## src/rtl/rs_frame_pkg.sv

```systemverilog
package rs_frame_pkg;

  typedef enum logic [2:0] {
    ST_PRIME, ST_IDLE, ST_ARM, ST_TDATA, ST_TPAR, ST_RUN
  } frameState_t;

  // control -> datapath strobes, one clock edge each
  typedef struct packed {
    logic prime;    // init low: latch options, clear learned state
    logic dataInc;  // training: one more data symbol
    logic parInc;   // training: one more parity symbol
    logic learn;    // training closed: freeze geometry, emit index 0
    logic frame;    // normal framing of one symbol
  } frameStrobe_t;

endpackage

```

## src/rtl/rs_frame_ctl.sv

```systemverilog
module rs_frame_ctl
  import rs_frame_pkg::*;
#(
  parameter int LOW_MIN = 4,
  parameter int ARM_MIN = 2
) (
  input  logic         clk,
  input  logic         initN,
  input  logic         dataEn,
  output frameStrobe_t strb
);
  localparam int LCW = $clog2(LOW_MIN + 1);
  localparam int ACW = $clog2(ARM_MIN + 1);

  frameState_t    state;
  logic [LCW-1:0] lowCnt;
  logic [ACW-1:0] armCnt;
  logic           prevEn;
  logic           armReady;
  logic           enRise;

  assign armReady = (armCnt >= ACW'(ARM_MIN));
  assign enRise   = dataEn && !prevEn;

  always_ff @(posedge clk) begin
    prevEn <= dataEn;
    if (!initN) begin
      state  <= ST_PRIME;
      armCnt <= '0;
      if (dataEn)
        lowCnt <= '0;
      else if (state == ST_PRIME) begin
        if (lowCnt < LCW'(LOW_MIN)) lowCnt <= lowCnt + 1'b1;
      end else
        lowCnt <= LCW'(1);
    end else begin
      case (state)
        ST_PRIME: begin
          state  <= (lowCnt >= LCW'(LOW_MIN)) ? ST_ARM : ST_IDLE;
          armCnt <= ACW'(1);
        end
        ST_ARM: begin
          if (armReady && enRise) state <= ST_TDATA;
          else if (!armReady)     armCnt <= armCnt + 1'b1;
        end
        ST_TDATA: if (!dataEn) state <= ST_TPAR;
        ST_TPAR:  if (dataEn)  state <= ST_RUN;
        default: ;
      endcase
    end
  end

  always_comb begin
    strb.prime   = !initN;
    strb.dataInc = initN && ((state == ST_ARM && armReady && enRise) ||
                             (state == ST_TDATA && dataEn));
    strb.parInc  = initN && !dataEn && (state == ST_TDATA || state == ST_TPAR);
    strb.learn   = initN && (state == ST_TPAR) && dataEn;
    strb.frame   = initN && (state == ST_RUN);
  end

endmodule

```

## src/rtl/rs_frame_dp.sv

```systemverilog
module rs_frame_dp
  import rs_frame_pkg::*;
#(
  parameter int MAX_N = 255,
  parameter int R_MIN = 8,
  parameter int R_MAX = 20,
  parameter int PW    = 5,
  parameter int SW    = 8,
  localparam int IW   = $clog2(MAX_N + 1),
  localparam int CW   = IW + 1,
  localparam int LW   = CW + 1
) (
  input  logic          clk,
  input  frameStrobe_t  strb,
  input  logic [SW-1:0] symIn,
  input  logic [PW-1:0] thrIn,
  input  logic          statusReq,
  input  logic [1:0]    latMode,
  output logic [SW-1:0] symOut,
  output logic [PW-1:0] thrHeld,
  output logic          statusOn,
  output logic [LW-1:0] learnedN,
  output logic [CW-1:0] learnedR,
  output logic          setupDone,
  output logic          symValid,
  output logic          isParity,
  output logic [IW-1:0] symIdx,
  output logic          blockStart,
  output logic          configError
);
  localparam int MW = CW + 3;

  logic [CW-1:0] dCnt, pCnt, kHeld;
  logic [1:0]    modeHeld;
  logic [LW-1:0] pos;
  logic [LW-1:0] trainN;
  logic [MW-1:0] rExt, minLen;
  logic          trainErr, lastPos;

  // geometry check on the counts that are about to be frozen
  always_comb begin
    trainN = {1'b0, dCnt} + {1'b0, pCnt};
    rExt   = MW'(pCnt);
    if (modeHeld[1])      minLen = rExt + (rExt >> 1) + MW'(15);
    else if (modeHeld[0]) minLen = (rExt << 1) + MW'(13);
    else                  minLen = (rExt << 2) + rExt + MW'(15);
    trainErr = (pCnt < CW'(R_MIN)) || (pCnt > CW'(R_MAX)) ||
               (trainN > LW'(MAX_N)) || (MW'(trainN) < minLen);
  end

  assign lastPos = (pos == learnedN - LW'(1));

  always_ff @(posedge clk) begin
    symOut <= symIn;
    if (strb.prime) begin
      thrHeld     <= thrIn;
      statusOn    <= statusReq;
      modeHeld    <= latMode;
      dCnt        <= '0;
      pCnt        <= '0;
      kHeld       <= '0;
      learnedN    <= '0;
      learnedR    <= '0;
      setupDone   <= 1'b0;
      configError <= 1'b0;
      symValid    <= 1'b0;
      blockStart  <= 1'b0;
      isParity    <= 1'b0;
      symIdx      <= '0;
      pos         <= '0;
    end else begin
      symValid   <= 1'b0;
      blockStart <= 1'b0;
      if (strb.dataInc && dCnt != '1) dCnt <= dCnt + 1'b1;
      if (strb.parInc && pCnt != '1)  pCnt <= pCnt + 1'b1;
      if (strb.learn) begin
        learnedN    <= trainN;
        learnedR    <= pCnt;
        kHeld       <= dCnt;
        configError <= trainErr;
        setupDone   <= 1'b1;
        symValid    <= !trainErr;
        blockStart  <= !trainErr;
        isParity    <= 1'b0;
        symIdx      <= '0;
        pos         <= LW'(1);
      end
      if (strb.frame) begin
        symValid   <= !configError;
        blockStart <= !configError && (pos == '0);
        isParity   <= (pos >= LW'(kHeld));
        symIdx     <= pos[IW-1:0];
        pos        <= lastPos ? '0 : pos + 1'b1;
      end
    end
  end

endmodule

```

## src/rtl/rs_frame_setup.sv

```systemverilog
module rs_frame_setup
  import rs_frame_pkg::*;
#(
  parameter int MAX_N = 255,
  parameter int R_MIN = 8,
  parameter int R_MAX = 20,
  parameter int PW    = 5,
  parameter int SW    = 8,
  localparam int IW   = $clog2(MAX_N + 1),
  localparam int CW   = IW + 1,
  localparam int LW   = CW + 1
) (
  input  logic          clk,
  input  logic          initN,
  input  logic          dataEn,
  input  logic [SW-1:0] symIn,
  input  logic [PW-1:0] thrIn,
  input  logic          statusReq,
  input  logic [1:0]    latMode,
  output logic [SW-1:0] symOut,
  output logic [PW-1:0] thrHeld,
  output logic          statusOn,
  output logic [LW-1:0] learnedN,
  output logic [CW-1:0] learnedR,
  output logic          setupDone,
  output logic          symValid,
  output logic          isParity,
  output logic [IW-1:0] symIdx,
  output logic          blockStart,
  output logic          configError
);
  frameStrobe_t strb;

  rs_frame_ctl #(.LOW_MIN(4), .ARM_MIN(2)) ctl_i (
    .clk(clk), .initN(initN), .dataEn(dataEn), .strb(strb)
  );

  rs_frame_dp #(
    .MAX_N(MAX_N), .R_MIN(R_MIN), .R_MAX(R_MAX), .PW(PW), .SW(SW)
  ) dp_i (
    .clk(clk), .strb(strb), .symIn(symIn), .thrIn(thrIn),
    .statusReq(statusReq), .latMode(latMode), .symOut(symOut),
    .thrHeld(thrHeld), .statusOn(statusOn), .learnedN(learnedN),
    .learnedR(learnedR), .setupDone(setupDone), .symValid(symValid),
    .isParity(isParity), .symIdx(symIdx), .blockStart(blockStart),
    .configError(configError)
  );

endmodule

```

## config.mk

```make
export PLATFORM = sky130hd
export DESIGN_NAME = rs_frame_setup
export DESIGN_NICKNAME = d
export VERILOG_FILES = /design/src/rtl/rs_frame_pkg.sv /design/src/rtl/rs_frame_ctl.sv /design/src/rtl/rs_frame_dp.sv /design/src/rtl/rs_frame_setup.sv
export SDC_FILE = /design/constraint.sdc
export NUM_CORES = 1
export LEC_CHECK = 0
export ABC_AREA = 1
export BUFFER_PORTS_ARGS = -buffer_cell sky130_fd_sc_hd__buf_2
export CORE_UTILIZATION = 55
export DETAILED_ROUTE_END_ITERATION = 12
export GPL_TIMING_DRIVEN = 0
export PLACE_DENSITY = 0.86
export RECOVER_POWER = 50
export SKIP_CTS_REPAIR_TIMING = 1
export SLEW_MARGIN = 20
export SYNTH_ARGS = -nofsm -noshare
export SYNTH_HDL_FRONTEND = slang
export SYNTH_HIERARCHICAL = 1
export SYNTH_SLANG_ARGS = --single-unit
```

## constraint.sdc

```tcl
create_clock -name clk -period 4.5 [get_ports clk]
set_clock_uncertainty 0.1 [all_clocks]
set_input_delay 0.45 -clock clk [delete_from_list [all_inputs] [get_ports clk]]
set_output_delay 0.45 -clock clk [all_outputs]
set_load 0.02 [all_outputs]
```

==> run_results.csv <==
group,metric,value,unit
critical_path,worstPathCellList,"inv_1 -> ha_1 -> inv_1 -> ha_1 -> fa_1 -> nand2_1 -> inv_1 -> o21a_1 -> o21ai_1 -> nand2_1 -> a21oi_2 -> xor2_1 -> nand2_1 -> o21ai_1 -> ha_1 -> inv_1 -> o31a_1 -> nand2_1 -> nand2_1 -> nand2_1 -> nand3_1 -> nor2_2 -> nand3_1 -> a21oi_1",
synth,synth_ff_type,"dfxtp_1",
critical_path,arrival,4.23,ns
clock_tree,insertion_delay,0.35,ns
synth,netlist_area,0.00622,sq mm
final_layout,layoutNonFillerInstCount,1051,
die,core,0.0109,sq mm
global_routing,met1_usage,35.5,%
routing,drc,0,
routing,drtIter0Drc,476,
routing,viasPerCell,5.52,
timing,tightest_slew,0.638,ns
global_routing,busiest_layer,"met2",
run,cap_violations,0,
timing,rsz0062_at_grt,"false",
routing,wl_per_cell,14.3,um
clock_tree,cts_tree,"built",
timing,setup_violations,0,
synth,synth_edf_count,11,
final_layout,final_nets,1009,
critical_path,critPathMostFrequentCell,"nand2_1",
global_routing,grt-ovfl-total,0,
place,gp_congestion,0.965,
routing,firstDrtPassIters,5,
clock_tree,clockBufferDepth,2,
power,power.density,294,mW/mm^2
timing,fmax,247,MHz
timing,min_period_over_period,90.1,%
synth,yosysSeqAreaShare,32.0,%
place,post_dp_cell_area,0.00671,sq mm
routing,vias,5799,
power,seqPwrFrac,45.0,%
timing,min_period,4.05,ns
global_routing,grt_pass1_vias,5226,
power,switching_share,30.7,%
power,p_leak,3.12,nW
routing,drt-total-wl,15000,um
critical_path,cp_slowest_stage_delay,0.43,ns
clock_tree,root_buffer,"clkbuf_16",
die,start_util,56.8,%
final_layout,area_growth,11.6,%
synth,synthesis.nets,934,
place,hpwl,11600,um
timing,slew_violations,0,
clock_tree,clk_pin_slew_worst_paths,0.07,ns
timing,tns,0,ns
synth,async_reset_ff_share,0,%
timing,hold_viol,0,
routing,antenna_left,0,
synth,yosysWarningCount,6,
power,combPwrFrac,19.0,%
power,irDropWorstVdd,0.250,mV
critical_path,slowest_stage,"dfxtp_2",
die,io_pins,65,
global_routing,met3_usage,4.82,%
die,num_rows,38,
synth,avgSynthCellArea,7.48,sq um
global_routing,antenna_found_initial,0,
place,dpl.cell_count,1035,
die,chipHeight,108,um
global_routing,grt_max_degree,19,
die,die_width,108,um
critical_path,path_class,"register to register",
place,numPortBuffers,64,
power,p_sw,0.626,mW
power,p_int,1.41,mW
clock_tree,cts_num_sinks,94,
global_routing,grt_util_met2,44.6,%
clock_tree,cts_buffers,9,
critical_path,startpoint_type,"register",
synth,synth_cell_types,46,
timing,max_slew_margin,57.3,%
final_layout,fin_area,0.00693,sq mm
critical_path,crit_required,4.67,ns
global_routing,grt_pass1_wl,24500,um
global_routing,grt_use_total,26.8,%
power,p_clk_share,35.9,%
status,outcome,"complete, no violations",
worst_hold_path,hold_class,"primary input to register",
critical_path,cp_max_fo,7,
final_layout,drive_above_1_share,8.89,%
die,die_area,0.0117,sq mm
critical_path,end_kind,"register",
synth,synth_seq_cells,94,
final_layout,diodes,0,
clock_tree,htreeDepth,3,
synth,syn_inst,831,
==> flip-flops by register name (all words and copies together), names as in the netlist, 2 cells and up <==
name / count
dp_i/learnedN: 10
dp_i/pos: 10
dp_i/dCnt: 9
dp_i/kHeld: 9
dp_i/learnedR: 9
dp_i/pCnt: 9
dp_i/symIdx: 8
dp_i/symOut: 8
dp_i/thrHeld: 5
ctl_i/lowCnt: 3
ctl_i/state: 3
ctl_i/armCnt: 2
dp_i/modeHeld: 2
==> critical path: cells and delay by family (launching register included) <==
kind,cells,cell delay [ns]
fa+ha+maj,4,1.25
compound gates,6,1.04
simple gates,9,0.73
flops,1,0.43
buf+inv,4,0.33
xor+xnor,1,0.09
==> worst paths after layout <==
path	startpoint	endpoint	slack, ns	cells after the start
worst max-delay path	dp_i/pCnt[2]	dp_i/blockStart	0.45	24
worst min-delay path	symIn[6]	dp_i/symOut[6]	0.10	1
worst max register to register	dp_i/pCnt[2]	dp_i/blockStart	0.45	24
worst min register to register	dp_i/symIdx[6]	dp_i/symIdx[6]	0.36	2
==> power groups by stage <==
stage | combinational (mW) | sequential (mW) | clock [mW]
2_1_floorplan | 0.299 | 0.946 | 0
6_report | 0.388 | 0.918 | 0.732
5_1_grt | 0.442 | 0.922 | 0.785
3_3_place_gp | 0.392 | 0.934 | 0
3_5_place_dp | 0.405 | 0.937 | 0
4_1_cts | 0.408 | 0.918 | 0.751
==> through the flow <==
stage	hold slack, ns	power (mW)	setup slack, ns	util [%]
2_1_floorplan	0.335	1.25	0.922	-
3_3_place_gp	0.346	1.33	0.321	61.4
3_5_place_dp	0.350	1.34	0.261	61.4
4_1_cts	0.0881	2.08	0.228	64.1
5_1_grt	0.0905	2.15	0.0813	63.4
6_report	0.103	2.04	0.447	63.4
==> logic make-up (layout without fill, tap and decap cells) <==
family	after synthesis	after routing	synth area share (%)
simple gates	278	278	20.1
compound gates	204	204	17.4
buf+inv	141	221	8.98
flops	94	94	32.0
fa+ha+maj	84	84	17.3
xor+xnor	30	30	4.23
==> synthesized netlist by cell type (all sizes together), types with 6 or more instances <==
| cell | number | area share [%] |
|---|---|---|
| o21ai | 75 | 6.1 |
| xnor2 | 8 | 1.1 |
| nand4 | 6 | 0.85 |
| buf | 7 | 0.89 |
| dfxtp | 83 | 27 |
| xor2 | 22 | 3.1 |
| nor2 | 74 | 5.4 |
| inv | 114 | 6.9 |
| nand3 | 28 | 2.4 |
| a21oi | 108 | 8.7 |
| ha | 81 | 16 |
| edfxtp | 11 | 5.3 |
| nor3 | 22 | 1.9 |
| clkbuf | 18 | 1.1 |
| nand2 | 141 | 8.7 |
==> final cells by class <==
type / count / area, sq um
Buffer: 25 / 115
Clock buffer: 9 / 225
Clock inverter: 7 / 68.8
Fill cell: 1001 / 4000
Inverter: 116 / 435
Multi-Input combinational cell: 596 / 3650
Sequential cell: 94 / 1990
Tap cell: 140 / 175
Timing Repair Buffer: 64 / 267
==> layer usage <==
layer	wire length [um]	share of wire, %
met5	0	0
met4	195	1.3
met3	947	6.3
met2	6980	46
met1	6910	46
==> cell usage in the layout (no fill, tap or decap), types with 2 or more instances in the layout <==
cell type / synthesis / layout
a211oi_1: 3 / 3
a21oi_1: 108 / 107
a31o_2: 2 / 2
a31oi_1: 3 / 3
buf_2: 2 / 23
buf_6: 3 / 2
clkbuf_1: 18 / 62
clkbuf_16: 0 / 9
clkinv_1: 2 / 2
clkinv_4: 0 / 2
clkinvlp_4: 0 / 2
dfxtp_1: 83 / 81
dfxtp_2: 0 / 2
edfxtp_1: 11 / 11
fa_1: 3 / 3
ha_1: 81 / 81
inv_1: 104 / 104
inv_2: 10 / 10
nand2_1: 136 / 136
nand2_2: 5 / 5
nand3_1: 26 / 27
nand4_1: 5 / 5
nor2_1: 59 / 60
nor2_2: 11 / 11
nor2_4: 4 / 3
nor3_1: 20 / 20
nor3_2: 2 / 2
nor3b_1: 2 / 2
nor4_1: 3 / 3
o211ai_1: 3 / 3
o21a_1: 2 / 2
o21ai_0: 61 / 63
o21ai_1: 13 / 12
xnor2_1: 8 / 8
xor2_1: 22 / 22
No activity file was read; power rests on OpenSTA's default activity.
